[src/rtl/can_stat_pkg.sv]
package can_stat_pkg;
  localparam int REG_AW = 2;
  localparam int REG_DW = 16;
  localparam logic [REG_AW-1:0] ADR_CTRL = 2'd0;
  localparam logic [REG_AW-1:0] ADR_STAT = 2'd1;
  localparam logic [REG_AW-1:0] ADR_ECNT = 2'd2;
  localparam logic [REG_AW-1:0] ADR_IID  = 2'd3;
  localparam logic [7:0] CTRL_WMASK = 8'hEF;
  localparam logic [REG_DW-1:0] IID_STATUS = 16'h8000;

  typedef enum logic [2:0] {
    LEC_NONE  = 3'd0,
    LEC_STUFF = 3'd1,
    LEC_FORM  = 3'd2,
    LEC_ACK   = 3'd3,
    LEC_BIT1  = 3'd4,
    LEC_BIT0  = 3'd5,
    LEC_CRC   = 3'd6,
    LEC_MARK  = 3'd7
  } lec_e;

  typedef struct packed {
    logic boff;
    logic warn;
    logic pass;
  } err_flags_t;
endpackage

[src/rtl/can_err_counters.sv]
module can_err_counters
  import can_stat_pkg::*;
#(
  parameter int CW       = 8,
  parameter int TEC_STEP = 8,
  parameter int WARN_LVL = 96,
  parameter int PASS_LVL = 128
) (
  input  logic          clk,
  input  logic          rst_n,
  input  logic          tec_inc,
  input  logic          tec_dec,
  input  logic          rec_inc,
  input  logic          rec_dec,
  input  logic          recover,
  output logic [CW-1:0] tec,
  output logic [CW-1:0] rec,
  output logic          rec_pass,
  output err_flags_t    flags
);
  localparam logic [CW-1:0] WARN_V = CW'(WARN_LVL);
  localparam logic [CW-1:0] PASS_V = CW'(PASS_LVL);
  localparam logic [CW:0]   STEP_V = (CW+1)'(TEC_STEP);
  localparam logic [CW-1:0] MAX_V  = {CW{1'b1}};

  logic [CW-1:0] tec_q, tec_d, rec_q, rec_d;
  logic          boff_q, boff_d;
  logic [CW:0]   tec_sum;

  always_comb begin
    tec_d   = tec_q;
    rec_d   = rec_q;
    boff_d  = boff_q;
    tec_sum = {1'b0, tec_q} + STEP_V;
    if (recover) begin
      tec_d  = '0;
      rec_d  = '0;
      boff_d = 1'b0;
    end else if (!boff_q) begin
      if (tec_inc) begin
        if (tec_sum[CW]) begin
          tec_d  = MAX_V;
          boff_d = 1'b1;
        end else begin
          tec_d = tec_sum[CW-1:0];
        end
      end else if (tec_dec && tec_q != '0) begin
        tec_d = tec_q - 1'b1;
      end
      if (rec_inc) begin
        if (rec_q != MAX_V) rec_d = rec_q + 1'b1;
      end else if (rec_dec && rec_q != '0) begin
        rec_d = rec_q - 1'b1;
      end
    end
  end

  always_ff @(posedge clk or negedge rst_n) begin
    if (!rst_n) begin
      tec_q  <= '0;
      rec_q  <= '0;
      boff_q <= 1'b0;
    end else begin
      tec_q  <= tec_d;
      rec_q  <= rec_d;
      boff_q <= boff_d;
    end
  end

  assign tec        = tec_q;
  assign rec        = rec_q;
  assign rec_pass   = (rec_q >= PASS_V);
  assign flags.boff = boff_q;
  assign flags.warn = (tec_q >= WARN_V) || (rec_q >= WARN_V);
  assign flags.pass = (tec_q >= PASS_V) || (rec_q >= PASS_V);

  // the transmit count stops at zero
  a_r5_tec_floor: assert property (@(posedge clk) disable iff (!rst_n)
    (!boff_q && !recover && tec_dec && !tec_inc && tec_q == '0) |=> (tec_q == '0));

  // counters are frozen during bus-off
  a_r8_boff_freeze: assert property (@(posedge clk) disable iff (!rst_n)
    (boff_q && !recover) |=> (boff_q && $stable(tec_q) && $stable(rec_q)));
endmodule

[src/rtl/can_stat_reg.sv]
module can_stat_reg
  import can_stat_pkg::*;
(
  input  logic              clk,
  input  logic              rst_n,
  input  logic              lec_vld,
  input  logic [2:0]        lec_code,
  input  logic              tx_ok,
  input  logic              rx_ok,
  input  logic              wr_stat,
  input  logic              rd_stat,
  input  logic [REG_DW-1:0] wdata,
  input  err_flags_t        flags,
  input  logic              sie,
  input  logic              eie,
  output logic [REG_DW-1:0] stat,
  output logic              pend
);
  logic [2:0] lec_q, lec_d;
  logic       txok_q, txok_d, rxok_q, rxok_d;
  logic       pend_q, pend_d;
  err_flags_t prev_q;
  logic       lec_err, flag_chg, ev;

  always_comb begin
    lec_err  = lec_vld && (lec_code != LEC_NONE) && (lec_code != LEC_MARK);
    flag_chg = (flags != prev_q);
    ev       = (sie && (tx_ok || rx_ok)) || (eie && (flag_chg || lec_err));
    pend_d   = ev || (pend_q && !rd_stat);
    if (lec_vld)      lec_d = lec_code;
    else if (wr_stat) lec_d = wdata[2:0];
    else              lec_d = lec_q;
    txok_d = tx_ok || (txok_q && !(wr_stat && !wdata[3]));
    rxok_d = rx_ok || (rxok_q && !(wr_stat && !wdata[4]));
  end

  always_ff @(posedge clk or negedge rst_n) begin
    if (!rst_n) begin
      lec_q  <= LEC_NONE;
      txok_q <= 1'b0;
      rxok_q <= 1'b0;
      pend_q <= 1'b0;
      prev_q <= '0;
    end else begin
      lec_q  <= lec_d;
      txok_q <= txok_d;
      rxok_q <= rxok_d;
      pend_q <= pend_d;
      prev_q <= flags;
    end
  end

  assign stat = {8'h00, flags.boff, flags.warn, flags.pass, rxok_q, txok_q, lec_q};
  assign pend = pend_q;

  // the error code holds without an engine or host update
  a_r3_lec_hold: assert property (@(posedge clk) disable iff (!rst_n)
    (!lec_vld && !wr_stat) |=> $stable(lec_q));

  // a TX-OK pulse always sets the flag
  a_r4_txok_set: assert property (@(posedge clk) disable iff (!rst_n)
    tx_ok |=> txok_q);

  // pending holds until acknowledged
  a_r11_pend_hold: assert property (@(posedge clk) disable iff (!rst_n)
    (pend_q && !rd_stat) |=> pend_q);
endmodule

[src/rtl/can_irq_ident.sv]
module can_irq_ident
  import can_stat_pkg::*;
#(
  parameter int OBJ_W = 6
) (
  input  logic              pend,
  input  logic [OBJ_W-1:0]  obj_id,
  input  logic              ie,
  output logic [REG_DW-1:0] iid,
  output logic              irq
);
  logic obj_any;

  always_comb begin
    obj_any = (obj_id != '0);
    if (pend) iid = IID_STATUS;
    else      iid = REG_DW'(obj_id);
    irq = ie && (pend || obj_any);
  end
endmodule

[src/rtl/can_err_tracker.sv]
module can_err_tracker
  import can_stat_pkg::*;
#(
  parameter int OBJ_W    = 6,
  parameter int CW       = 8,
  parameter int TEC_STEP = 8,
  parameter int WARN_LVL = 96,
  parameter int PASS_LVL = 128
) (
  input  logic              clk,
  input  logic              rst_n,
  input  logic [REG_AW-1:0] reg_addr,
  input  logic              reg_wr,
  input  logic              reg_rd,
  input  logic [REG_DW-1:0] reg_wdata,
  output logic [REG_DW-1:0] reg_rdata,
  input  logic              lec_vld,
  input  logic [2:0]        lec_code,
  input  logic              tx_ok,
  input  logic              rx_ok,
  input  logic              tec_inc,
  input  logic              tec_dec,
  input  logic              rec_inc,
  input  logic              rec_dec,
  input  logic [OBJ_W-1:0]  obj_id,
  output logic              irq,
  output logic [7:0]        ctrl
);
  logic [7:0]        ctrl_q, ctrl_d;
  logic              wr_ctrl, wr_stat, rd_stat, recover;
  logic [CW-1:0]     tec, rec;
  logic              rec_pass, pend;
  err_flags_t        flags;
  logic [REG_DW-1:0] stat, iid;

  assign wr_ctrl = reg_wr && (reg_addr == ADR_CTRL);
  assign wr_stat = reg_wr && (reg_addr == ADR_STAT);
  assign rd_stat = reg_rd && (reg_addr == ADR_STAT);
  assign recover = wr_ctrl && !reg_wdata[0] && flags.boff;

  can_err_counters #(
    .CW(CW), .TEC_STEP(TEC_STEP), .WARN_LVL(WARN_LVL), .PASS_LVL(PASS_LVL)
  ) u_cnt (
    .clk(clk), .rst_n(rst_n),
    .tec_inc(tec_inc), .tec_dec(tec_dec),
    .rec_inc(rec_inc), .rec_dec(rec_dec),
    .recover(recover),
    .tec(tec), .rec(rec), .rec_pass(rec_pass), .flags(flags)
  );

  can_stat_reg u_stat (
    .clk(clk), .rst_n(rst_n),
    .lec_vld(lec_vld), .lec_code(lec_code),
    .tx_ok(tx_ok), .rx_ok(rx_ok),
    .wr_stat(wr_stat), .rd_stat(rd_stat), .wdata(reg_wdata),
    .flags(flags), .sie(ctrl_q[2]), .eie(ctrl_q[3]),
    .stat(stat), .pend(pend)
  );

  can_irq_ident #(.OBJ_W(OBJ_W)) u_iid (
    .pend(pend), .obj_id(obj_id), .ie(ctrl_q[1]),
    .iid(iid), .irq(irq)
  );

  always_comb begin
    ctrl_d = ctrl_q;
    if (wr_ctrl) ctrl_d = reg_wdata[7:0] & CTRL_WMASK;
    if (flags.boff && !recover) ctrl_d[0] = 1'b1;
  end

  always_ff @(posedge clk or negedge rst_n) begin
    if (!rst_n) ctrl_q <= 8'h01;
    else        ctrl_q <= ctrl_d;
  end

  always_comb begin
    case (reg_addr)
      ADR_CTRL: reg_rdata = {8'h00, ctrl_q};
      ADR_STAT: reg_rdata = stat;
      ADR_ECNT: reg_rdata = {rec_pass, rec[6:0], tec[7:0]};
      default:  reg_rdata = iid;
    endcase
  end

  assign ctrl = ctrl_q;

  // bus-off forces INIT by the next cycle
  a_r8_boff_init: assert property (@(posedge clk) disable iff (!rst_n)
    (flags.boff && !recover) |=> ctrl_q[0]);

  // no interrupt while the module enable is clear
  a_r13_irq_gate: assert property (@(posedge clk) disable iff (!rst_n)
    !ctrl_q[1] |-> !irq);

  // bit 4 of control never set
  a_r10_ctrl_rsvd: assert property (@(posedge clk) disable iff (!rst_n)
    !ctrl_q[4]);
endmodule

[config.mk]
export PLATFORM = sky130hd
export DESIGN_NAME = can_err_tracker
export DESIGN_NICKNAME = d
export VERILOG_FILES = /design/src/rtl/can_stat_pkg.sv /design/src/rtl/can_err_counters.sv /design/src/rtl/can_stat_reg.sv /design/src/rtl/can_irq_ident.sv /design/src/rtl/can_err_tracker.sv
export SDC_FILE = /design/constraint.sdc
export NUM_CORES = 1
export LEC_CHECK = 0
export BUFFER_PORTS_ARGS = -buffer_cell sky130_fd_sc_hd__buf_2
export CAP_MARGIN = 20
export CORE_MARGIN = 3
export CORE_UTILIZATION = 53
export CTS_CLUSTER_SIZE = 30
export DETAILED_ROUTE_END_ITERATION = 10
export GPL_ROUTABILITY_DRIVEN = 1
export GPL_TIMING_DRIVEN = 1
export PLACE_DENSITY = 0.8
export RECOVER_POWER = 100
export SETUP_SLACK_MARGIN = 0.5
export SYNTH_ARGS = -nofsm -noshare
export SYNTH_HDL_FRONTEND = slang
export SYNTH_SLANG_ARGS = --single-unit
export TNS_END_PERCENT = 5
[constraint.sdc]
create_clock -name clk -period 2.4 [get_ports clk]
set_input_delay 0.36 -clock clk [delete_from_list [all_inputs] [get_ports clk]]
set_output_delay 0.36 -clock clk [all_outputs]
set_load 0.05 [all_outputs]
==> results of run 1 <==
[final cells by class]
| cell class | instances | area (um2) | area share, % |
|---|---|---|---|
| multi-input cells | 195 | 1510 | 51.7 |
| repair buffers | 66 | 354 | 12.1 |
| clock inverters | 1 | 5.00 | 0.171 |
| flip-flops and latches | 33 | 830 | 28.3 |
| clock buffers | 7 | 96.3 | 3.29 |
| inverters | 17 | 67.6 | 2.31 |
| well taps | 50 | 62.6 | 2.14 |
[stage by stage]
step,util (%),power [uW],instance area [um2]
4_1_cts,66.0,3140,2770
3_3_place_gp,63.3,2590,2660
6_report,69.7,3330,2930
3_5_place_dp,63.3,2660,2660
5_1_grt,69.7,3570,2930
2_1_floorplan,-,2330,2420
[layer usage]
| metal | wire length, um | vias up |
|---|---|---|
| met4 | 66 | 0 |
| met5 | 0 | - |
| met2 | 2920 | 89 |
| met3 | 530 | 8 |
| li1 | - | 1050 |
| met1 | 2540 | 1053 |
[how the worst min path moves through the flow]
stage,from,to,slack [ps],depth (start not counted)
after floorplan,rst_n,ctrl[1]$_DFFE_PN0N_,60,0
after global placement,rst_n,ctrl[3]$_DFFE_PN0N_,460,1
after detailed placement,rst_n,ctrl[3]$_DFFE_PN0N_,470,1
after CTS,rst_n,u_cnt.tec[3]$_DFFE_PN0P_,160,1
after global routing,rx_ok,u_stat.rxok_q$_DFF_PN0_,280,2
final,tx_ok,u_stat.txok_q$_DFF_PN0_,280,2
[cell usage after synthesis (3+ instances only)]
cell	count	area [um2]
a21oi_1	10	50.1
and2_1	7	43.8
buf_2	5	25.0
buf_4	5	37.5
buf_6	3	33.8
dfrtp_1	32	801
ha_1	10	125
inv_1	17	63.8
mux2_2	8	90.1
mux2i_1	7	70.1
mux4_2	4	90.1
nand2_1	20	75.1
nand2b_1	3	18.8
nand3_1	21	105
nand4_1	3	18.8
nor2_1	7	26.3
nor2b_1	9	56.3
nor3_1	5	25.0
nor4_1	3	18.8
o21a_1	3	22.5
o21ai_0	24	120
o22ai_1	3	18.8
xor2_1	5	43.8
[worst max-delay path, delay by kind of cell (launching register included)]
kind | cells | cell delay, ps
buffers and inverters | 1 | 490
and+or+nand+nor | 3 | 370
DFF | 1 | 500
AOI/OAI and AO/OA | 1 | 80
[power groups by stage]
stage	logic [uW]	clock network (uW)	registers, uW
after floorplan	1350	0	974
after global placement	1530	0	1060
after detailed placement	1580	0	1070
after CTS	1600	471	1070
after global routing	1930	504	1140
final	1760	468	1100
[timing repair]
| action | in CTS | in global routing |
|---|---|---|
| pin swaps | 0 | 8 |
| setup endpoints to repair | 8 | 26 |
| gates resized for setup | 2 | 29 |
| buffers inserted | 0 | 11 |
[registers in the layout, summed over array words and instances (netlist names)]
register       flops
ctrl               7
u_cnt.boff_q       1
u_cnt.rec          8
u_cnt.tec          8
u_stat.lec_q       3
u_stat.pend        1
u_stat.prev_q      3
u_stat.rxok_q      1
u_stat.txok_q      1
[cells by family (layout without fill, tap and decap cells)]
| group | after synthesis | in the layout | share of synthesized area (%) |
|---|---|---|---|
| AND/OR/NAND/NOR | 89 | 89 | 20.7 |
| AO/OA/AOI/OAI | 68 | 68 | 19.3 |
| flip-flops | 33 | 33 | 34.1 |
| buffers and inverters | 32 | 91 | 6.97 |
| multiplexers | 19 | 19 | 10.3 |
| adder cells (fa/ha/maj) | 11 | 11 | 5.99 |
| XOR/XNOR | 7 | 7 | 2.53 |
| other | 1 | 1 | 0.155 |
==> flow_metrics.env, run 1 <==
export IMPL_async_reset_ff_share_pct=100
export IMPL_fp_row_count=23
export IMPL_routed_via_count=2200
export IMPL_top_usage_layer="met2"
export IMPL_nets=367
export IMPL_fin_skew_ps=5.58
export IMPL_crit_path_start_kind="register"
export IMPL_grt_total_usage_pct=22.2
export IMPL_clk_transition_reported_paths_ps=70
export IMPL_clk_latency_ps=280
export IMPL_cts_tree="done"
export IMPL_p_sw_uw=1570
export IMPL_r2r_end="u_cnt.tec[0]$_DFFE_PN0P_"
export IMPL_peakVddDrop_v=0.000617
export IMPL_place_ws_ps=127
export IMPL_core_um2=4200
export IMPL_netlist_area_um2=2420
export IMPL_p_comb_share_pct=52.9
export IMPL_grt_pass1_wl_mm=9.31
export IMPL_setup_ws_ps=317
export IMPL_setup_violations=0
export IMPL_ys_flop_type="dfrtp_1"
export IMPL_r2r_cells=6
export IMPL_finalCritPeriodShare_pct=86.8
export IMPL_area_delta_synth_final_pct=20.9
export IMPL_met3_usage_pct=5.47
export IMPL_drive_gt1_share_pct=27.6
export IMPL_wl_mm=6.05
export IMPL_vias_per_cell=5.96
export IMPL_ys_ff_latch=33
export IMPL_drv_cap=1
export IMPL_grt_max_degree=34
export IMPL_grt_met2_usage_pct=36.2
export IMPL_wl_per_cell_um=16.4
export IMPL_drc=0
export IMPL_powerDensity_nw_per_um2=1140
export IMPL_worst_setup_path_end_kind="primary output"
export IMPL_dp_cells=350
export IMPL_hold_viol_final=0
export IMPL_synth_distinct_cells=61
export IMPL_switching_share_pct=47.3
export IMPL_ios=63
export IMPL_final_common_cell="dfrtp_1"
export IMPL_dpl_hpwl_mm=4.26
export IMPL_cpPeakStageDelay_ps=500
export IMPL_yosysWarnings=0
export IMPL_holdWs_ps=285
export IMPL_period_needed_ps=2080
export IMPL_postSynthCellCount=260
export IMPL_htreeDepth=2
export IMPL_hp_class="in2reg"
export IMPL_p_leak_uw=0.00127
export IMPL_r2r_setup_slack_ps=440
export IMPL_tns_ps=0
export IMPL_portBuffers=53
export IMPL_root_buffer="clkbuf_8"
export IMPL_reg2reg_from="u_cnt.tec[0]$_DFFE_PN0P_"
export IMPL_dr_pass1_iters=4
export IMPL_cts_hold_buf=0
export IMPL_synth_edf_count=0
export IMPL_cp_arrival_ps=1720
export IMPL_startpoint="u_cnt.tec[7]$_DFFE_PN0P_"
export IMPL_yosysSeqAreaShare_pct=34.1
export IMPL_final_cell_mix="dfrtp_1, buf_2, o21ai_0"
export IMPL_seq_power_share_pct=33.1
export IMPL_violations="capacitance limit, slew limit"
export IMPL_die_w_um=73.6
export IMPL_cts_sinks=33
export IMPL_power_internal_uw=1750
export IMPL_grt_setup_unrepaired="yes"
export IMPL_num_antenna_cells=0
export IMPL_cp_required_ps=2040
export IMPL_grtUsageMet1_pct=29.2
export IMPL_synth_avg_cell_area_um2=9.32
export IMPL_antenna_found_initial=0
export IMPL_path_max_fanout=7
export IMPL_cts_made_buffers=5
export IMPL_status="complete, but fails checks"
export IMPL_start_util_pct=57.7
export IMPL_critPathKind="reg2out"
export IMPL_critical_path_endpoint="reg_rdata[6]"
export IMPL_synth_fp_nets=309
export IMPL_slew_limit_headroom_pct=-15.8
export IMPL_fin_cells=369
export IMPL_path_cells="nor2_1 > nand3_1 > nand2_1 > o21ai_0 > clkbuf_1"
export IMPL_critical_path_slowest_cell="dfrtp_1"
export IMPL_worst_pin_slew_ps=1740
export IMPL_finalMaxSlewViolations=34
export IMPL_final_antenna_net_count=0
export IMPL_fillers=328
export IMPL_clkPwrFrac_pct=14.0
export IMPL_grt_pass1_vias=2009
export IMPL_dieArea_um2=5420
export IMPL_die_h_um=73.6
export IMPL_grt_ovfl_total=0
export IMPL_gp_congestion=0.823
export IMPL_first_iter_violations=106
export IMPL_clock_path_buffers=2
export IMPL_max_freq_mhz=480
Note: power is estimated with default switching activity, not from simulation.
==> inputs of run 2 (changes only) <==
--- a/config.mk
+++ b/config.mk
@@ -7,13 +7,15 @@
 export LEC_CHECK = 0
 export BUFFER_PORTS_ARGS = -buffer_cell sky130_fd_sc_hd__buf_2
 export CAP_MARGIN = 20
+export CELL_PAD_IN_SITES_DETAIL_PLACEMENT = 0
+export CELL_PAD_IN_SITES_GLOBAL_PLACEMENT = 1
 export CORE_MARGIN = 3
-export CORE_UTILIZATION = 53
+export CORE_UTILIZATION = 40
 export CTS_CLUSTER_SIZE = 30
 export DETAILED_ROUTE_END_ITERATION = 10
 export GPL_ROUTABILITY_DRIVEN = 1
 export GPL_TIMING_DRIVEN = 1
-export PLACE_DENSITY = 0.8
+export PLACE_DENSITY_LB_ADDON = 0.1
 export RECOVER_POWER = 100
 export SETUP_SLACK_MARGIN = 0.5
 export SYNTH_ARGS = -nofsm -noshare
==> run 2 against run 1 <==
The flow now finishes without violations. Worst setup slack better by 45 ps. Die area is 30% higher. Highest routed layer unchanged. Critical path type unchanged. Global-route usage is 4.6 points lower. Largest power group unchanged. Fmax is 2.2% higher. Power is 2.5% lower. Sequential power hardly changed. First-iteration DRC count is 62% lower. Via count is 3.8% lower. Non-clock buffer count is 1 lower. Critical endpoint unchanged. Utilization is 18 points lower.
==> flow_metrics.env, run 2 (synthesis gave the netlist of run 1 again) <==
export IMPL_htreeDepth=2
export IMPL_powerDensity_nw_per_um2=1110
export IMPL_die_h_um=83.8
export IMPL_num_antenna_cells=0
export IMPL_dpl_hpwl_mm=4.47
export IMPL_clock_path_buffers=2
export IMPL_r2r_setup_slack_ps=390
export IMPL_cts_sinks=33
export IMPL_p_leak_uw=0.00125
export IMPL_vias_per_cell=5.43
export IMPL_antenna_found_initial=0
export IMPL_path_cells="nor2_1 > nand3_1 > nand2_1 > o21ai_0 > clkbuf_2"
export IMPL_finalCritPeriodShare_pct=84.9
export IMPL_reg2reg_from="u_cnt.tec[1]$_DFFE_PN0P_"
export IMPL_p_comb_share_pct=52.6
export IMPL_cpPeakStageDelay_ps=480
export IMPL_crit_path_start_kind="register"
export IMPL_cp_arrival_ps=1680
export IMPL_drive_gt1_share_pct=28.6
export IMPL_dr_pass1_iters=4
export IMPL_r2r_cells=7
export IMPL_ios=63
export IMPL_hold_viol_final=0
export IMPL_grt_total_usage_pct=17.7
export IMPL_final_common_cell="buf_2"
export IMPL_r2r_end="u_cnt.tec[3]$_DFFE_PN0P_"
export IMPL_start_util_pct=42.7
export IMPL_hp_class="in2async"
export IMPL_drv_cap=0
export IMPL_finalMaxSlewViolations=0
export IMPL_grt_ovfl_total=0
export IMPL_slew_limit_headroom_pct=23.5
export IMPL_critPathKind="reg2out"
export IMPL_fp_row_count=27
export IMPL_clkPwrFrac_pct=13.1
export IMPL_max_freq_mhz=491
export IMPL_peakVddDrop_v=0.000465
export IMPL_root_buffer="clkbuf_8"
export IMPL_grt_pass1_vias=1936
export IMPL_grtUsageMet1_pct=25.8
export IMPL_grt_pass1_wl_mm=10.1
export IMPL_path_max_fanout=7
export IMPL_period_needed_ps=2040
export IMPL_core_um2=5680
export IMPL_dieArea_um2=7030
export IMPL_tns_ps=0
export IMPL_cts_tree="done"
export IMPL_final_antenna_net_count=0
export IMPL_portBuffers=53
export IMPL_worst_pin_slew_ps=1150
export IMPL_nets=366
export IMPL_critical_path_slowest_cell="dfrtp_1"
export IMPL_met3_usage_pct=4.54
export IMPL_drc=0
export IMPL_clk_latency_ps=290
export IMPL_grt_met2_usage_pct=26.5
export IMPL_top_usage_layer="met2"
export IMPL_wl_per_cell_um=16.0
export IMPL_first_iter_violations=40
export IMPL_seq_power_share_pct=34.3
export IMPL_cts_hold_buf=0
export IMPL_die_w_um=83.8
export IMPL_grt_setup_unrepaired="yes"
export IMPL_grt_max_degree=34
export IMPL_area_delta_synth_final_pct=20.2
export IMPL_routed_via_count=2116
export IMPL_gp_congestion=0.815
export IMPL_fin_skew_ps=7.03
export IMPL_wl_mm=6.25
export IMPL_postPlaceCellArea_um2=2710
export IMPL_setup_violations=0
export IMPL_p_sw_uw=1550
export IMPL_switching_share_pct=47.8
export IMPL_final_cell_mix="buf_2, dfrtp_1, o21ai_0"
export IMPL_status="finished, final reports clean"
export IMPL_design_area_um2=2910
export IMPL_worst_setup_path_end_kind="primary output"
export IMPL_crit_buf_inv=1
export IMPL_cts_made_buffers=5
export IMPL_power_internal_uw=1700
export IMPL_cp_required_ps=2040
export IMPL_cp_top_family="simple AND/OR/NAND/NOR gates"
export IMPL_clk_transition_reported_paths_ps=80
## run 2: changes by cell type in the layout (fill, tap and decap cells not counted), moves of 2 or more
| cell | previous run | this run |
|---|---|---|
| dfrtp_1 | 30 | 26 |
| a211oi_1 | 0 | 2 |
| dfrtp_2 | 2 | 6 |
| a211oi_2 | 2 | 0 |
| clkbuf_1 | 22 | 19 |
| clkbuf_8 | 7 | 5 |
| buf_2 | 29 | 32 |
## run 2: through the flow
step                      setup slack, ps  cells  util [%]  total power (uW)  hold slack, ps
after floorplan                       130    260         -              2330            64.4
after global placement                184    375      47.8              2650             487
after detailed placement              164    375      47.8              2660             492
after CTS                             461    383      49.5              3120             182
after global routing                  260    390      51.3              3520             217
final                                 362    390      51.3              3250             158
## run 2: worst max-delay path by stage
stage                                  start                       end  slack [ps]  cells after the start
floorplan                        reg_addr[1]              reg_rdata[6]         130                      4
global placement                     rec_inc  u_cnt.rec[7]$_DFFE_PN0P_         180                      8
detailed placement                   rec_inc  u_cnt.rec[7]$_DFFE_PN0P_         160                      8
CTS                 u_cnt.tec[7]$_DFFE_PN0P_              reg_rdata[6]         460                      5
global route        u_cnt.tec[0]$_DFFE_PN0P_  u_cnt.tec[6]$_DFFE_PN0P_         260                      7
finish              u_cnt.tec[7]$_DFFE_PN0P_              reg_rdata[6]         360                      5
## run 2: worst reg2reg max path, delay by kind of cell (launching register included)
family,cells,cell delay [ps]
and+or+nand+nor,1,170
DFF,1,420
buffers and inverters,2,320
AOI/OAI and AO/OA,3,790
adders and majority gates,1,220
## run 2: cell type report
type / instances / area (um2)
fillers: 568 / 2760
multi-input cells: 195 / 1490
flip-flops and latches: 33 / 835
repair buffers: 65 / 342
well taps: 72 / 90.1
clock buffers: 5 / 68.8
inverters: 17 / 67.6
clock inverters: 3 / 17.5
## run 2: power groups by stage
stage	logic, uW	clock network (uW)	registers (uW)
2_1_floorplan	1350	0	974
3_3_place_gp	1570	0	1080
3_5_place_dp	1580	0	1080
4_1_cts	1600	442	1080
5_1_grt	1900	465	1150
6_report	1710	426	1110
## run 2: per-layer routing
| metal | vias up | routed length [um] |
|---|---|---|
| met3 | 4 | 278 |
| met1 | 1009 | 3100 |
| met4 | 0 | 42 |
| li1 | 1059 | - |
| met5 | - | 0 |
| met2 | 44 | 2830 |
## run 2: repair_timing
action	in CTS	in global routing
endpoints found under the setup margin	7	19
pin swaps	0	5
gates resized for setup	3	28
setup buffers	0	7
==> inputs of run 3 (changes only) <==
==> constraint.sdc (replaced) <==
create_clock -name clk -period 2 [get_ports clk]
set_input_delay 0.3 -clock clk [delete_from_list [all_inputs] [get_ports clk]]
set_output_delay 0.3 -clock clk [all_outputs]
set_load 0.05 [all_outputs]
==> run 3 against run 2 <==
First-iteration DRC count rose to 2.8 times the previous value. Wire length up 0.66%. Sequential power up 14%. Non-clock buffer count up 10. Critical endpoint is now u_cnt.rec[7]$_DFFE_PN0P_. Largest power group unchanged.
==> flow_metrics.env, run 3 (synthesis gave the netlist of run 1 again) <==
export IMPL_nets=376
export IMPL_grt_pass1_vias=2107
export IMPL_drive_gt1_share_pct=33.8
export IMPL_p_comb_share_pct=55.8
export IMPL_grt_setup_unrepaired="yes"
export IMPL_cts_made_buffers=5
export IMPL_p_leak_uw=0.00133
export IMPL_ios=63
export IMPL_first_iter_violations=111
export IMPL_peakVddDrop_v=0.000742
export IMPL_drv_cap=0
export IMPL_clock_path_buffers=2
export IMPL_dieArea_um2=7030
export IMPL_worst_pin_slew_ps=881
export IMPL_root_buffer="clkbuf_8"
export IMPL_status="finished, final reports clean"
export IMPL_switching_share_pct=47.2
export IMPL_clk_transition_reported_paths_ps=70
export IMPL_cts_sinks=33
export IMPL_wl_per_cell_um=15.7
export IMPL_vias_per_cell=5.41
export IMPL_path_max_fanout=2
export IMPL_reg2reg_from="u_cnt.rec[1]$_DFFE_PN0P_"
export IMPL_portBuffers=53
export IMPL_cts_tree="done"
export IMPL_clkPwrFrac_pct=12.8
export IMPL_area_delta_synth_final_pct=23.3
export IMPL_grt_max_degree=34
export IMPL_core_um2=5680
export IMPL_slew_limit_headroom_pct=41.3
export IMPL_final_cell_mix="buf_2, dfrtp_1, nand3_1"
export IMPL_path_cells="buf_6 > ha_4 > a21oi_2 > o211ai_1 > o41ai_2 > buf_4 > o21a_1 > a311o_1"
export IMPL_critPathKind="reg2reg"
export IMPL_final_common_cell="buf_2"
export IMPL_setup_ws_ps=143
export IMPL_finalMaxSlewViolations=0
export IMPL_grt_pass1_wl_mm=10.7
export IMPL_finalCritPeriodShare_pct=92.9
export IMPL_seq_power_share_pct=31.3
export IMPL_max_freq_mhz=538
export IMPL_wl_mm=6.29
export IMPL_critical_path_slowest_cell="dfrtp_1"
export IMPL_hp_class="in2async"
export IMPL_cp_required_ps=2180
export IMPL_grt_ovfl_total=0
export IMPL_power_uw=4020
export IMPL_antenna_found_initial=0
export IMPL_r2r_setup_slack_ps=140
export IMPL_power_internal_uw=2120
export IMPL_powerDensity_nw_per_um2=1340
export IMPL_final_antenna_net_count=0
export IMPL_r2r_cells=8
export IMPL_hold_viol_final=0
export IMPL_clk_latency_ps=290
export IMPL_die_h_um=83.8
export IMPL_r2r_end="u_cnt.rec[7]$_DFFE_PN0P_"
export IMPL_setup_violations=0
export IMPL_gp_congestion=0.822
export IMPL_drc=0
export IMPL_cts_hold_buf=0
export IMPL_place_ws_ps=-13.6
export IMPL_crit_path_start_kind="register"
export IMPL_crit_buf_inv=2
export IMPL_dr_pass1_iters=4
export IMPL_grt_total_usage_pct=18.6
export IMPL_fp_row_count=27
export IMPL_die_w_um=83.8
export IMPL_worst_setup_path_end_kind="register"
export IMPL_fin_skew_ps=8.24
export IMPL_routed_via_count=2164
export IMPL_start_util_pct=42.7
export IMPL_cp_arrival_ps=2030
export IMPL_cp_top_family="compound AO/OA/AOI/OAI gates"
export IMPL_cpPeakStageDelay_ps=390
export IMPL_period_needed_ps=1860
export IMPL_dpl_hpwl_mm=4.71
export IMPL_num_antenna_cells=0
export IMPL_htreeDepth=2
export IMPL_p_sw_uw=1900
-- run 3: layout make-up --
cell class	instances	area (um2)
clock buffers	5	68.8
clock inverters	3	17.5
fillers	580	2690
inverters	17	63.8
multi-input cells	195	1510
flip-flops and latches	33	832
well taps	72	90.1
repair buffers	75	410
-- run 3: through the flow --
| step | setup TNS [ps] | area [um2] | instances | util [%] | hold WS [ps] |
|---|---|---|---|---|---|
| 6_report | 0 | 2990 | 400 | 52.7 | 201 |
| 5_1_grt | 0 | 2990 | 400 | 52.7 | 227 |
| 4_1_cts | 0 | 2950 | 396 | 52.1 | 47.9 |
| 3_5_place_dp | -13.6 | 2820 | 386 | 49.7 | 368 |
| 3_3_place_gp | -7.71 | 2820 | 386 | 49.7 | 364 |
| 2_1_floorplan | 0 | 2450 | 260 | - | 4.41 |
-- run 3: power groups by stage --
stage | registers, uW | clock network (uW) | logic (uW)
global route | 1310 | 572 | 2510
floorplan | 1180 | 0 | 1660
global placement | 1270 | 0 | 2030
finish | 1260 | 516 | 2240
detailed placement | 1270 | 0 | 2060
CTS | 1270 | 533 | 2160
-- run 3: timing repair --
item                                    CTS  global route
pin swaps                                 6             6
endpoints found under the setup margin   33            33
setup buffers                             2             4
gates resized for setup                   6            13
-- run 3: worst max path at each step --
stage | start | slack (ps) | to | cells past startpoint
floorplan | rec_inc | 260 | u_cnt.rec[7]$_DFFE_PN0P_ | 7
global placement | rec_inc | -8 | u_cnt.rec[7]$_DFFE_PN0P_ | 8
detailed placement | rec_inc | -10 | u_cnt.rec[7]$_DFFE_PN0P_ | 8
CTS | u_cnt.rec[1]$_DFFE_PN0P_ | 100 | u_cnt.rec[7]$_DFFE_PN0P_ | 6
global route | u_cnt.rec[1]$_DFFE_PN0P_ | 50 | u_cnt.rec[6]$_DFFE_PN0P_ | 8
finish | u_cnt.rec[1]$_DFFE_PN0P_ | 140 | u_cnt.rec[7]$_DFFE_PN0P_ | 8
-- run 3: layer usage --
layer | vias up | track usage [%] | routed length [um]
li1 | 1075 | - | -
met1 | 1023 | 26.3 | 2960
met2 | 61 | 28.8 | 2900
met3 | 5 | 4.74 | 380
met4 | 0 | 3.95 | 51
met5 | - | 0 | 0
